`config.mk`:
```
export PLATFORM = sky130hd
export DESIGN_NAME = rx_addr_filter
export DESIGN_NICKNAME = d
export VERILOG_FILES = /design/src/rtl/af_pkg.sv /design/src/rtl/af_crc_step.sv /design/src/rtl/af_collector.sv /design/src/rtl/af_decide.sv /design/src/rtl/rx_addr_filter.sv
export SDC_FILE = /design/constraint.sdc
export NUM_CORES = 1
export LEC_CHECK = 0
export BUFFER_PORTS_ARGS = -buffer_cell sky130_fd_sc_hd__buf_2
export CAP_MARGIN = 40
export CORE_ASPECT_RATIO = 1.25
export CORE_UTILIZATION = 40
export DETAILED_ROUTE_END_ITERATION = 8
export GPL_ROUTABILITY_DRIVEN = 0
export GPL_TIMING_DRIVEN = 0
export PLACE_DENSITY_LB_ADDON = 0.1
export SYNTH_ARGS = -nofsm -noshare
export SYNTH_HDL_FRONTEND = slang
export SYNTH_SLANG_ARGS = --single-unit
export TNS_END_PERCENT = 5
```
`constraint.sdc`:
```
create_clock -name clk -period 3.4 [get_ports clk]
set_input_delay 0.51 -clock clk [delete_from_list [all_inputs] [get_ports clk]]
set_output_delay 0.51 -clock clk [all_outputs]
set_load 0.02 [all_outputs]
```
`src/rtl/af_pkg.sv`:
```
package af_pkg;
    localparam int BYTE_W   = 8;
    localparam int DA_BYTES = 6;
    localparam int DA_BITS  = DA_BYTES * BYTE_W;
    localparam int LO_BITS  = 32;
    localparam int HI_BITS  = DA_BITS - LO_BITS;
    localparam int CNT_W    = $clog2(DA_BYTES);
    localparam int CRC_W    = 32;

    typedef enum logic [1:0] {
        ST_IDLE    = 2'd0,
        ST_COLLECT = 2'd1,
        ST_DECIDE  = 2'd2
    } af_state_e;

    typedef struct packed {
        logic is_bcast;
        logic is_mcast;
        logic is_ucast;
    } af_class_t;
endpackage

```
`src/rtl/af_crc_step.sv`:
```
module af_crc_step
    import af_pkg::*;
#(
    parameter logic [CRC_W-1:0] POLY = 32'h04C11DB7
) (
    input  logic [CRC_W-1:0]  crc_in,
    input  logic [BYTE_W-1:0] data_in,
    output logic [CRC_W-1:0]  crc_out
);
    always_comb begin
        logic [CRC_W-1:0] c;
        c = crc_in;
        for (int i = 0; i < BYTE_W; i++) begin
            if (c[CRC_W-1] ^ data_in[i])
                c = {c[CRC_W-2:0], 1'b0} ^ POLY;
            else
                c = {c[CRC_W-2:0], 1'b0};
        end
        crc_out = c;
    end
endmodule

```
`src/rtl/af_collector.sv`:
```
module af_collector
    import af_pkg::*;
#(
    parameter logic [CRC_W-1:0] POLY = 32'h04C11DB7,
    parameter logic [CRC_W-1:0] INIT = 32'hFFFFFFFF
) (
    input  logic               clk,
    input  logic               rst_n,
    input  logic               sof_i,
    input  logic               vld_i,
    input  logic [BYTE_W-1:0]  byte_i,
    output logic [DA_BITS-1:0] addr_o,
    output logic [CRC_W-1:0]   crc_o,
    output logic               decide_o
);
    localparam logic [CNT_W-1:0] LAST_CNT = CNT_W'(DA_BYTES - 1);

    af_state_e         state_q, state_nx;
    logic [CNT_W-1:0]  cnt_q;
    logic [DA_BITS-1:0] addr_q;
    logic [CRC_W-1:0]  crc_q, crc_seed, crc_next;
    logic              start, take_more, last_byte;

    assign start     = vld_i & sof_i;
    assign take_more = (state_q == ST_COLLECT) & vld_i & ~sof_i;
    assign last_byte = take_more & (cnt_q == LAST_CNT);
    assign crc_seed  = start ? INIT : crc_q;

    af_crc_step #(.POLY(POLY)) u_crc (
        .crc_in  (crc_seed),
        .data_in (byte_i),
        .crc_out (crc_next)
    );

    // state register
    always_ff @(posedge clk or negedge rst_n) begin
        if (!rst_n) state_q <= ST_IDLE;
        else        state_q <= state_nx;
    end

    // next-state logic
    always_comb begin
        state_nx = state_q;
        unique case (state_q)
            ST_IDLE:    if (start) state_nx = ST_COLLECT;
            ST_COLLECT: begin
                if (start)          state_nx = ST_COLLECT;
                else if (last_byte) state_nx = ST_DECIDE;
            end
            ST_DECIDE:  state_nx = start ? ST_COLLECT : ST_IDLE;
            default:    state_nx = ST_IDLE;
        endcase
    end

    // address and CRC accumulation
    always_ff @(posedge clk or negedge rst_n) begin
        if (!rst_n) begin
            cnt_q  <= '0;
            addr_q <= '0;
            crc_q  <= INIT;
        end else if (start) begin
            cnt_q  <= CNT_W'(1);
            addr_q <= {{(DA_BITS-BYTE_W){1'b0}}, byte_i};
            crc_q  <= crc_next;
        end else if (take_more) begin
            cnt_q  <= cnt_q + CNT_W'(1);
            addr_q <= {addr_q[DA_BITS-BYTE_W-1:0], byte_i};
            crc_q  <= crc_next;
        end
    end

    // outputs
    always_comb begin
        decide_o = (state_q == ST_DECIDE);
        addr_o   = addr_q;
        crc_o    = crc_q;
    end

    AST_CNT_BOUND: assert property (@(posedge clk) disable iff (!rst_n)
        (state_q == ST_COLLECT) |-> (cnt_q >= CNT_W'(1) && cnt_q <= LAST_CNT));
    AST_DECIDE_AFTER_BYTE: assert property (@(posedge clk) disable iff (!rst_n)
        (state_q == ST_DECIDE) |-> $past(vld_i));
    AST_DECIDE_PULSE: assert property (@(posedge clk) disable iff (!rst_n)
        (state_q == ST_DECIDE) |=> (state_q != ST_DECIDE));
    AST_RESTART: assert property (@(posedge clk) disable iff (!rst_n)
        start |=> (state_q == ST_COLLECT));
endmodule

```
`src/rtl/af_decide.sv`:
```
module af_decide
    import af_pkg::*;
#(
    parameter int HASH_BITS = 6,
    localparam int HASH_HALF = 2 ** (HASH_BITS - 1)
) (
    input  logic [DA_BITS-1:0]   addr_i,
    input  logic [HASH_BITS-1:0] idx_i,
    input  logic [LO_BITS-1:0]   sta_lo_i,
    input  logic [HI_BITS-1:0]   sta_hi_i,
    input  logic [HASH_HALF-1:0] hash_lo_i,
    input  logic [HASH_HALF-1:0] hash_hi_i,
    input  logic                 bcast_reject_i,
    input  logic                 promisc_i,
    output af_class_t            class_o,
    output logic                 accept_o
);
    // bit 0 of byte 0 is the group bit; byte 0 sits at the top of addr_i
    localparam int GROUP_BIT = DA_BITS - BYTE_W;

    logic [2*HASH_HALF-1:0] table_w;
    logic                   hash_hit, exact_hit;

    always_comb begin
        table_w            = {hash_hi_i, hash_lo_i};
        hash_hit           = table_w[idx_i];
        exact_hit          = (addr_i == {sta_hi_i, sta_lo_i});
        class_o.is_bcast   = &addr_i;
        class_o.is_mcast   = addr_i[GROUP_BIT] & ~class_o.is_bcast;
        class_o.is_ucast   = ~addr_i[GROUP_BIT];
        accept_o = promisc_i
                 | (class_o.is_bcast & ~bcast_reject_i)
                 | (class_o.is_mcast & hash_hit)
                 | (class_o.is_ucast & exact_hit);
    end
endmodule

```
`src/rtl/rx_addr_filter.sv`:
```
module rx_addr_filter
    import af_pkg::*;
#(
    parameter logic [31:0] CRC_POLY  = 32'h04C11DB7,
    parameter logic [31:0] CRC_INIT  = 32'hFFFFFFFF,
    parameter int          HASH_BITS = 6,
    localparam int         HASH_HALF = 2 ** (HASH_BITS - 1)
) (
    input  logic                 clk,
    input  logic                 rst_n,
    input  logic                 rx_sof,
    input  logic                 rx_vld,
    input  logic [7:0]           rx_byte,
    input  logic [31:0]          sta_lo,
    input  logic [15:0]          sta_hi,
    input  logic [HASH_HALF-1:0] hash_lo,
    input  logic [HASH_HALF-1:0] hash_hi,
    input  logic                 bcast_reject,
    input  logic                 promisc,
    output logic                 dec_valid,
    output logic                 dec_accept
);
    logic [DA_BITS-1:0] addr_w;
    logic [CRC_W-1:0]   crc_w;
    logic               decide_w, accept_w;
    af_class_t          class_w;

    af_collector #(.POLY(CRC_POLY), .INIT(CRC_INIT)) u_collect (
        .clk      (clk),
        .rst_n    (rst_n),
        .sof_i    (rx_sof),
        .vld_i    (rx_vld),
        .byte_i   (rx_byte),
        .addr_o   (addr_w),
        .crc_o    (crc_w),
        .decide_o (decide_w)
    );

    af_decide #(.HASH_BITS(HASH_BITS)) u_decide (
        .addr_i         (addr_w),
        .idx_i          (crc_w[CRC_W-1 -: HASH_BITS]),
        .sta_lo_i       (sta_lo),
        .sta_hi_i       (sta_hi),
        .hash_lo_i      (hash_lo),
        .hash_hi_i      (hash_hi),
        .bcast_reject_i (bcast_reject),
        .promisc_i      (promisc),
        .class_o        (class_w),
        .accept_o       (accept_w)
    );

    always_comb begin
        dec_valid  = decide_w;
        dec_accept = decide_w & accept_w;
    end

    AST_ACCEPT_QUAL: assert property (@(posedge clk) disable iff (!rst_n)
        dec_accept |-> dec_valid);
    AST_PROMISC_ALL: assert property (@(posedge clk) disable iff (!rst_n)
        (dec_valid && promisc) |-> dec_accept);
    AST_BCAST_BLOCK: assert property (@(posedge clk) disable iff (!rst_n)
        (dec_valid && (&addr_w) && bcast_reject && !promisc) |-> !dec_accept);
    AST_UCAST_MISMATCH: assert property (@(posedge clk) disable iff (!rst_n)
        (dec_valid && class_w.is_ucast && !promisc && addr_w != {sta_hi, sta_lo})
        |-> !dec_accept);
    AST_NO_BACK_TO_BACK: assert property (@(posedge clk) disable iff (!rst_n)
        dec_valid |=> !dec_valid);
endmodule

```
# Word level (Yosys, flattened, before mapping)
# Cells that the tools add are included.
[classes]
addsub = 1
shifts = 0
muxes = 22
n_mul = 0
magnitude_cmp = 1
n_bitwise = 32
eq_ne = 6
n_reduce_logical = 4
div = 0
[ops]
columns = ["operator", "count"]
rows = [
  ["27-bit 2-to-1 mux", 8],
  ["14-bit NOT", 8],
  ["32-bit 2-to-1 mux", 3],
  ["48-bit 2-to-1 mux", 2],
  ["48-bit equality test", 1],
  ["48-bit AND reduction", 1],
  ["1-bit AND", 9],
  ["1-bit bitwise XOR", 8],
  ["6-bit by 7-bit < comparator with 1-bit output (second input constant)", 1],
  ["1-bit binary-select mux with 6-bit select", 1],
  ["2-bit 2-to-1 mux", 3],
  ["3-bit 2-to-1 mux", 2],
  ["2-bit one-hot mux with 3 select lines", 1],
  ["1-bit NOT", 4],
  ["3-bit by 1-bit adder with 3-bit output (second input constant)", 1],
  ["3-bit equality test (second input constant)", 1],
  ["3-bit by 1-bit != test with 1-bit output (second input constant)", 1],
  ["1-bit OR", 3],
  ["2-bit by 1-bit equality test with 1-bit output (second input constant)", 1],
  ["2-bit equality test (second input constant)", 1],
  ["2-bit zero test", 1],
  ["1-bit 2-to-1 mux", 2],
  ["2-bit by 1-bit != test with 1-bit output (second input constant)", 1],
  ["2-bit AND reduction", 1],
  ["2-bit nonzero test", 1],
]
[word_totals]
romBits = 0
wordCells = 70
latch_bits = 0
memories = 0
out_inout_bits = 2
ff_bits = 85
ram_bits = 0
input_bits = 126

# Depth between registers and ports, before layout
# Gate-level depths: netlist of the first run.
[logic_depth]
ltp_word = 20
ltp_mapped = 9
depth_no_buf = 6

# Modules after synthesis
# From an unflattened synthesis of the first run, not the netlist that was laid out.
[hier_totals]
hier_cells = 538
hier_area_um2 = 6391.1
[modules_own_cells]
columns = ["mod", "cells_each", "seq_area_each_um2", "n_inst", "area_each_um2"]
rows = [
  ["af_collector", 344, 2167.1, 1, 4162.7],
  ["af_decide", 130, 0.0, 1, 1232.4],
  ["af_crc_step", 63, 0.0, 1, 989.7],
  ["rx_addr_filter", 1, 0.0, 1, 6.3],
]

# Worst setup path after synthesis of the first run
# Ideal clock, no wire load.
[synth_path]
kind = "reg-to-output"
start = "register u_collect.crc_q[26] (netlist: u_collect.crc_o[26])"
end = "output port dec_accept"
required_time_ps = 2890
path_buffers = 2
setup_slack_ps = 790
stages_incl_launch_ff = 7
arrival_time_ps = 2100
cell_sequence = "dfstp_2 -> buf_6 -> buf_2 -> mux4_2 -> a311o_1 -> a21oi_1 -> o32ai_1"
[synth_via]
elab_chain_len = 6
[synth_rtl]
columns = ["item", "line", "text"]
rows = [
  ["start, declared", "af_collector.sv:21", "logic [CRC_W-1:0] crc_q, crc_seed, crc_next;"],
  ["start signal, assigned", "af_collector.sv:64", "crc_q <= crc_next;"],
  ["start signal, assigned", "af_collector.sv:68", "crc_q <= crc_next;"],
  ["1-bit binary-select mux with 6-bit select", "af_decide.sv:26", "hash_hit = table_w[idx_i];"],
  ["1-bit 2-to-1 mux (not written as such)", "af_decide.sv:26", ""],
  ["1-bit AND", "af_decide.sv:33", "| (class_o.is_mcast & hash_hit)"],
  ["1-bit OR", "af_decide.sv:33", ""],
  ["1-bit OR", "af_decide.sv:34", "| (class_o.is_ucast & exact_hit);"],
  ["1-bit AND", "rx_addr_filter.sv:54", "dec_accept = decide_w & accept_w;"],
  ["end, declared", "rx_addr_filter.sv:21", "output logic dec_accept"],
]
# No other way between the ends. The select of a mux whose other input is x is not followed.

# Final worst setup path of the first run
# Ends and elaborated chain as after synthesis.

==> results of run 1 <==
-- layer usage --
| layer | part of all wire | track usage | vias to the layer above | wire length [um] |
|---|---|---|---|---|
| li1 | - | - | 2279 | - |
| met1 | 0.38 | 0.308 | 2355 | 6820 |
| met2 | 0.50 | 0.450 | 194 | 8980 |
| met3 | 0.068 | 0.0442 | 48 | 1210 |
| met4 | 0.047 | 0.135 | 0 | 840 |
| met5 | 0 | 0 | - | 0 |
-- timing repair --
item,CTS,global route
setup endpoints to repair,0,1
buffers inserted,0,0
hold endpoints to repair,0,0
gates resized for setup,0,2
hold buffers,0,0
-- flip-flops by register name, summed over array words and instances, names as in the netlist --
register           flops
u_collect.cnt_q        3
u_collect.addr_o      48
u_collect.state_q      2
u_collect.crc_o       32
-- worst max-delay path: stages (launching register included) --
cell and delay [ns]:
dfstp_2 0.52, buf_6 0.24, mux4_2 0.54, mux4_2 0.49, o221ai_1 0.28, o32ai_1 0.14
buf_2 0.19
-- report_power, final --
group / internal [uW] / leakage [uW] / switching, uW
Sequential: 1470 / 0.00104 / 313
Combinational: 1500 / 0.00179 / 1700
Clock: 633 / 0.000147 / 404
-- area by class of cell --
cell class / instances / share of cell area
buffer: 38 / 0.0282
clock buffer: 9 / 0.0336
clock inverter: 5 / 0.0116
inverter: 12 / 0.00671
multi-input combinational: 411 / 0.470
sequential: 85 / 0.323
tap: 171 / 0.0319
timing repair buffer: 123 / 0.0955
-- stage by stage --
stage | hold slack (ns) | std cells | setup slack [ns] | area [um^2] | util
finish | 0.0808 | 854 | 0.145 | 6710 | 0.501
global route | 0.0955 | 854 | 0.00713 | 6710 | 0.501
CTS | 0.0801 | 855 | 0.0262 | 6720 | 0.501
detailed placement | 0.444 | 841 | 0.409 | 6410 | 0.478
global placement | 0.462 | 840 | 0.419 | 6380 | 0.476
floorplan | 0.214 | 547 | 0.790 | 5560 | -
-- final timing paths --
path	slack [ns]	cells past startpoint	start	to
worst max-delay path	0.14	6	u_collect.crc_o[26]	dec_accept
worst min-delay path	0.08	1	rst_n	u_collect.addr_o[20]
worst max register to register	0.84	7	u_collect.crc_o[26]	u_collect.crc_o[12]
worst min register to register	0.47	1	u_collect.state_q[1]	u_collect.state_q[0]
max in group asynchronous	2.63	2	rst_n	u_collect.crc_o[13]
min in group clk	0.43	2	rx_sof	u_collect.cnt_q[1]
-- cells by family (layout without fill, tap and decap cells) --
family | Yosys count | in the layout | share of synthesized area
AOI/OAI and AO/OA | 147 | 147 | 0.185
and+or+nand+nor | 138 | 138 | 0.117
xor gates and xnor gates | 104 | 104 | 0.187
DFF | 85 | 85 | 0.390
buffers and inverters | 51 | 187 | 0.0428
muxes | 20 | 20 | 0.0743
adders and majority gates | 2 | 2 | 0.00450
-- cell usage in the layout (no fill, tap or decap), types with 3 or more instances in the layout --
cell type / netlist / final
buf_2: 6 / 126
dfrtp_1: 53 / 53
xnor2_1: 49 / 49
nand2_1: 47 / 47
xor2_1: 45 / 45
nor2_1: 37 / 37
a22o_1: 37 / 37
a21oi_1: 33 / 33
dfstp_2: 32 / 32
clkbuf_1: 23 / 22
nand4_1: 20 / 20
o22ai_1: 18 / 18
o21ai_0: 18 / 18
mux4_2: 17 / 17
a22oi_1: 17 / 17
inv_1: 12 / 12
nor4_1: 11 / 11
clkbuf_16: 0 / 9
nand3_1: 8 / 8
xnor3_1: 6 / 6
buf_6: 4 / 4
nor3_1: 3 / 3
a31oi_1: 3 / 3
buf_4: 2 / 3
buf_1: 3 / 3
mux2i_1: 3 / 3
==> metrics.txt, run 1 <==
DR WL/cell=20.9 um; die width=107 um; multi-input logic area=3150 um^2; CTS clock-pin slew for the worst setup and hold paths=0.06 ns; syn_nets=675; CTS H-tree depth=3; number of enable flip-flop cells after synthesis=0; Pleak=0.00298 uW; GR Overflow Total=0; Routed Wire Length=17.9 mm; FILL cells=1253; Cell Pwr Density=897 nW/um^2; crit path DAT=2.75 ns; setup violators final=0; DIE AREA=14400 um^2; Main synth FF type=dfrtp_1; Post-Route Setup TNS=0 ns; sequential area share after synthesis=0.390; Std-Cell Core Area=13400 um^2; initial antenna violation count=0; Max rail drop VDD=0.574 mV; post-synth top area cell=dfrtp_1; Yosys Warn Count=0; clock buffer depth=2; P&R area growth vs syn=20.8%; Setup CP Type=reg2out; Worst EP required=2.89 ns; synthesized area per cell=10.2 um^2; Gate Count Post-Synth=547; Synth top area share=0.239; CTS tree=built; Ant. Diodes=0; Async SR Flop Fraction=1.00; I/O Buffers=122; Hold WC Path Type=in2async; max_cap viols=0; Achievable Freq=307 MHz; period utilization=0.957; startpoint type of the worst setup path=register; synth cell count leaders=dfrtp_1 (53), xnor2_1 (49), nand2_1 (47); Initial Utilization=0.415; top-count cell post-synth=dfrtp_1; Slew Limit Fails=0; DRT Pass-1 Iters=5; Slew @ Worst Pin=0.687 ns; slew margin rel.=0.542; Vias/cell=5.71; Antenna Violating Nets Remaining=0; skew final=0.00589 ns; synthesized cell area=5560 um^2; vias in the first global route=5163; fin nets=808; cts bufs inserted=9; overall power=6020 uW; chip height=134 um; Root Buffer=clkbuf_16; largest net degree at the start of global routing=62; CP Capture Type=output port; io pins=128; worst skew pair latency=0.34 ns; HPWL Detailed=13.8 mm; DRT iter0 DRCs=272; Synth area leaders=dfrtp_1 (24%), dfstp_2 (15%), xnor2_1 (7.7%); critical path peak fanout=19; residual DRC count=0; share of layout cells above drive strength 1=0.305; status=finished clean; Hold Fails Final Rpt=0; post-synthesis register bit count=85; Vias=4876; global-route wire length before repair=28.0 mm; Total GRT Usage=0.260; final worst path period need=3.26 ns; CTS sink count=85; Reg area=2170 um^2; post-synth cell types=55; RSZ-0062 raised after global routing=no; num rows=47
(Power assumes the default switching activity.)
==> run 2, diff against run 1 <==
==> constraint.sdc (replaced) <==
create_clock -name clk -period 3.4 [get_ports clk]
set_input_delay 0.51 -clock clk [delete_from_list [all_inputs] [get_ports clk]]
set_output_delay 0.51 -clock clk [all_outputs]
set_load 0.1 [all_outputs]
==> run 2 against run 1 <==
Maximum frequency decreased by 0.67%. First-iteration DRC count decreased by 15%. Total power decreased by 0.54%. Sequential share of layout area about the same. Setup slack got worse by 0.022 ns. Register-to-register slack improved by 0.04 ns. Clock power decreased by 8%.
==> metrics.txt, run 2 (synthesis results as in run 1) <==
skew final=0.00618 ns; Cell Pwr Density=892 nW/um^2; most frequent cells in the layout=buf_2 (125), dfrtp_1 (53), xnor2_1 (49); DRT iter0 DRCs=230; startpoint type of the worst setup path=register; max FFs per register=48; Worst EP required=2.89 ns; CTS tree=built; most common cell after layout, fill and taps aside=buf_2; cts bufs inserted=9; reg2reg setup slack=0.88 ns; HPWL Detailed=14.0 mm; Initial Utilization=0.415; clock buffer depth=2; CP max-delay cell=dfstp_2; max_cap viols=0; CTS H-tree depth=3; die width=107 um; P&R area growth vs syn=20.9%; DIE AREA=14400 um^2; placed insts=841; Max rail drop VDD=0.595 mV; design area=6720 um^2; vias in the first global route=5256; Antenna Violating Nets Remaining=0; Post-Route Setup TNS=0 ns; Std-Cell Core Area=13400 um^2; io pins=128; Buf+Inv Stages, Crit Path=2; Non-Filler Instances=857; Ant. Diodes=0; I/O Buffers=122; share of layout cells above drive strength 1=0.312; CP cell instances=buf_6, mux4_2, mux4_2, o221ai_1, o32ai_2, buf_4; fin nets=809; chip height=134 um; GR Overflow Total=0; cells on worst reg2reg path=6; critical path peak fanout=10; final worst path period need=3.28 ns; Total GRT Usage=0.264; crit path DAT=2.77 ns; DP Area=6420 um^2; Final Util=0.501; CP Capture Type=output port; Achievable Freq=305 MHz; Hold WC Path Type=in2async; max incr delay on CP=0.52 ns; CTS clock-pin slew for the worst setup and hold paths=0.07 ns; DR WL/cell=21.4 um; slew margin rel.=0.503; Pleak=0.00298 uW; Top delay family on crit path=multiplexers; Crit Reg-Reg Endpoint=u_collect.cnt_q[1]; Slew Limit Fails=0; FILL cells=1276; worst skew pair latency=0.34 ns; largest net degree at the start of global routing=61; Vias/cell=5.81; period utilization=0.964; Setup CP Type=reg2out; residual DRC count=0; CTS sink count=85; Vias=4980; status=finished clean; initial antenna violation count=0; Slew @ Worst Pin=0.746 ns; Hold Fails Final Rpt=0; setup violators final=0; DRT Pass-1 Iters=6; Root Buffer=clkbuf_16; RSZ-0062 raised after global routing=no; Routed Wire Length=18.3 mm; Crit path top cell by count=mux4_2; num rows=47; R2R Path Start=u_collect.state_q[1]; global-route wire length before repair=28.4 mm
-- run 2: how the worst max path moves through the flow --
| stage | startpoint | to | depth (start not counted) |
|---|---|---|---|
| after detailed placement | u_collect.crc_o[27] | dec_accept | 7 |
| after global placement | u_collect.crc_o[26] | dec_accept | 7 |
| after global routing | u_collect.crc_o[26] | dec_accept | 8 |
| after floorplan | sta_lo[13] | dec_accept | 6 |
| after CTS | u_collect.crc_o[26] | dec_accept | 7 |
| final | u_collect.crc_o[26] | dec_accept | 6 |
-- run 2: metrics by stage --
step                      total power (uW)  setup slack [ns]  hold slack [ns]
final                                 5990             0.123           0.0735
after global routing                  6360            0.0262           0.0965
after CTS                             5970            0.0305           0.0823
after detailed placement              5000             0.221            0.446
after global placement                4900             0.242            0.463
after floorplan                       4180             0.103            0.214
-- run 2: where the power goes --
part           internal, uW  leakage [uW]  switching (uW)
clock                   521      0.000139             438
combinational          1510       0.00180            1740
sequential             1470       0.00104             315
total                  3500       0.00298            2490
-- run 2: what timing repair did --
action                                  CTS  global route
resized for setup                         3             1
buffers inserted                          0             0
endpoints found under the setup margin    1             1
hold buffers                              0             0
pin swaps                                 0             0
-- run 2: layout make-up --
type | count | area, um^2 | share of cell area
buffer | 39 | 196 | 0.0292
sequential | 85 | 2170 | 0.323
multi-input combinational | 411 | 3170 | 0.471
clock buffer | 10 | 239 | 0.0356
clock inverter | 6 | 47.5 | 0.00708
timing repair buffer | 123 | 643 | 0.0957
tap | 171 | 214 | 0.0318
inverter | 12 | 45.0 | 0.00670
-- run 2: metal layers --
metal | up-vias | track usage | routed length, um
li1 | 2278 | - | -
met5 | - | 0 | 0
met4 | 0 | 0.132 | 797
met1 | 2476 | 0.305 | 7210
met3 | 52 | 0.0364 | 850
met2 | 174 | 0.474 | 9460
==> run 3, diff against run 2 <==
==> constraint.sdc (replaced) <==
create_clock -name clk -period 3.8 [get_ports clk]
set_input_delay 0.57 -clock clk [delete_from_list [all_inputs] [get_ports clk]]
set_output_delay 0.57 -clock clk [all_outputs]
set_load 0.1 [all_outputs]
==> run 3 against run 2 <==
Non-clock buffer count stayed put. Routed wire length is 1.9% lower. Clock skew is 0.0010 ns higher. Via count hardly changed. Total power is 8.1% lower.
==> metrics.txt, run 3 (synthesis results as in run 1) <==
Achievable Freq=278 MHz; P&R area growth vs syn=21.8%; DRT iter0 DRCs=354; vias in the first global route=5169; I/O Buffers=122; Setup CP Type=reg2out; period utilization=0.947; final worst path period need=3.60 ns; Initial Utilization=0.415; Slew @ Worst Pin=0.717 ns; critical path peak fanout=10; Std-Cell Core Area=13400 um^2; global-route wire length before repair=28.2 mm; crit path DAT=3.03 ns; CTS H-tree depth=3; Worst EP required=3.23 ns; Root Buffer=clkbuf_16; max FFs per register=48; startpoint type of the worst setup path=register; initial antenna violation count=0; met2 GRT Util=0.467; most common cell after layout, fill and taps aside=buf_2; CP Capture Type=output port; num rows=47; Post-Route Setup TNS=0 ns; DIE AREA=14400 um^2; GR Overflow Total=0; Antenna Violating Nets Remaining=0; Non-Filler Instances=857; setup violators final=0; status=finished clean; max incr delay on CP=0.54 ns; cts bufs inserted=9; Max rail drop VDD=0.504 mV; share of layout cells above drive strength 1=0.306; HPWL Detailed=13.9 mm; Setup Fix Bufs, Post-CTS=0; chip height=134 um; residual DRC count=0; RSZ-0062 raised after global routing=no; Post-CTS Resized=0; GR Layer Usage met1=0.309; placed insts=841; skew final=0.00717 ns; clock buffer depth=2; Hold Fails Final Rpt=0; CP max-delay cell=dfstp_2; Routed Wire Length=18.0 mm; slew margin rel.=0.522; die width=107 um; io pins=128; Vias/cell=5.82; CTS tree=built; CTS clock-pin slew for the worst setup and hold paths=0.06 ns; GR Util met3=0.0364; Crit path top cell by count=buf_2; CP cell instances=buf_2, clkbuf_1, mux4_2, a311o_1, a21oi_1, o32ai_2, buf_2; CTS sink count=85; Total GRT Usage=0.262; DR WL/cell=21.0 um; most frequent cells in the layout=buf_2 (127), dfrtp_1 (53), xnor2_1 (49); max_cap viols=0; fin nets=809; Cell Pwr Density=813 nW/um^2; Hold WC Path Type=in2async; grt peak-use layer=met2; Vias=4984; Slew Limit Fails=0; cts hold-fix bufs=0; worst skew pair latency=0.34 ns; largest net degree at the start of global routing=54; DRT Pass-1 Iters=5; Pleak=0.00301 uW; Ant. Diodes=0
-- run 3: through the flow --
step / power (uW) / utilization / cell area [um^2] / hold slack [ns] / setup slack (ns)
after floorplan: 3740 / - / 5570 / 0.274 / 0.199
after global placement: 4380 / 0.477 / 6390 / 0.461 / 0.589
after detailed placement: 4470 / 0.479 / 6420 / 0.479 / 0.502
after CTS: 5510 / 0.505 / 6770 / 0.190 / 0.149
after global routing: 5840 / 0.505 / 6770 / 0.211 / 0.00130
final: 5510 / 0.505 / 6770 / 0.175 / 0.202
-- run 3: cell type report --
type | count | area, um^2
timing repair buffer | 123 | 641
inverter | 12 | 45.0
sequential | 85 | 2170
clock buffer | 11 | 243
clock inverter | 5 | 108
fill | 1256 | 6640
tap | 171 | 214
buffer | 39 | 193
multi-input combinational | 411 | 3160
-- run 3: routing by layer --
layer	wire length [um]	vias up
met3	969	42
met2	9350	177
met1	6950	2480
li1	-	2285
met5	0	-
met4	694	0
-- run 3: final timing paths --
| check | start | to | slack [ns] | cells past startpoint |
|---|---|---|---|---|
| setup reg to reg | u_collect.state_q[1] | u_collect.cnt_q[1] | 1.25 | 6 |
| setup / recovery | u_collect.crc_o[27] | dec_accept | 0.20 | 7 |
| max in group asynchronous | rst_n | u_collect.crc_o[28] | 2.95 | 2 |
| hold reg to reg | u_collect.state_q[1] | u_collect.state_q[0] | 0.49 | 1 |
| min in group clk | rx_byte[0] | u_collect.addr_o[0] | 0.49 | 3 |
| hold / removal | rst_n | u_collect.addr_o[25] | 0.18 | 1 |
-- run 3: worst max-delay path: cells and delay by family, from the launching register on --
family	cells	cell delay (ns)
mux	1	0.39
flops	1	0.54
compound gates	3	0.72
buf+inv	3	1.02
-- run 3: where the power goes --
group / switching (uW) / total (uW) / leakage, uW / internal (uW)
logic: 1540 / 2880 / 0.00179 / 1340
clock network: 369 / 1030 / 0.000170 / 663
registers: 279 / 1600 / 0.00104 / 1320
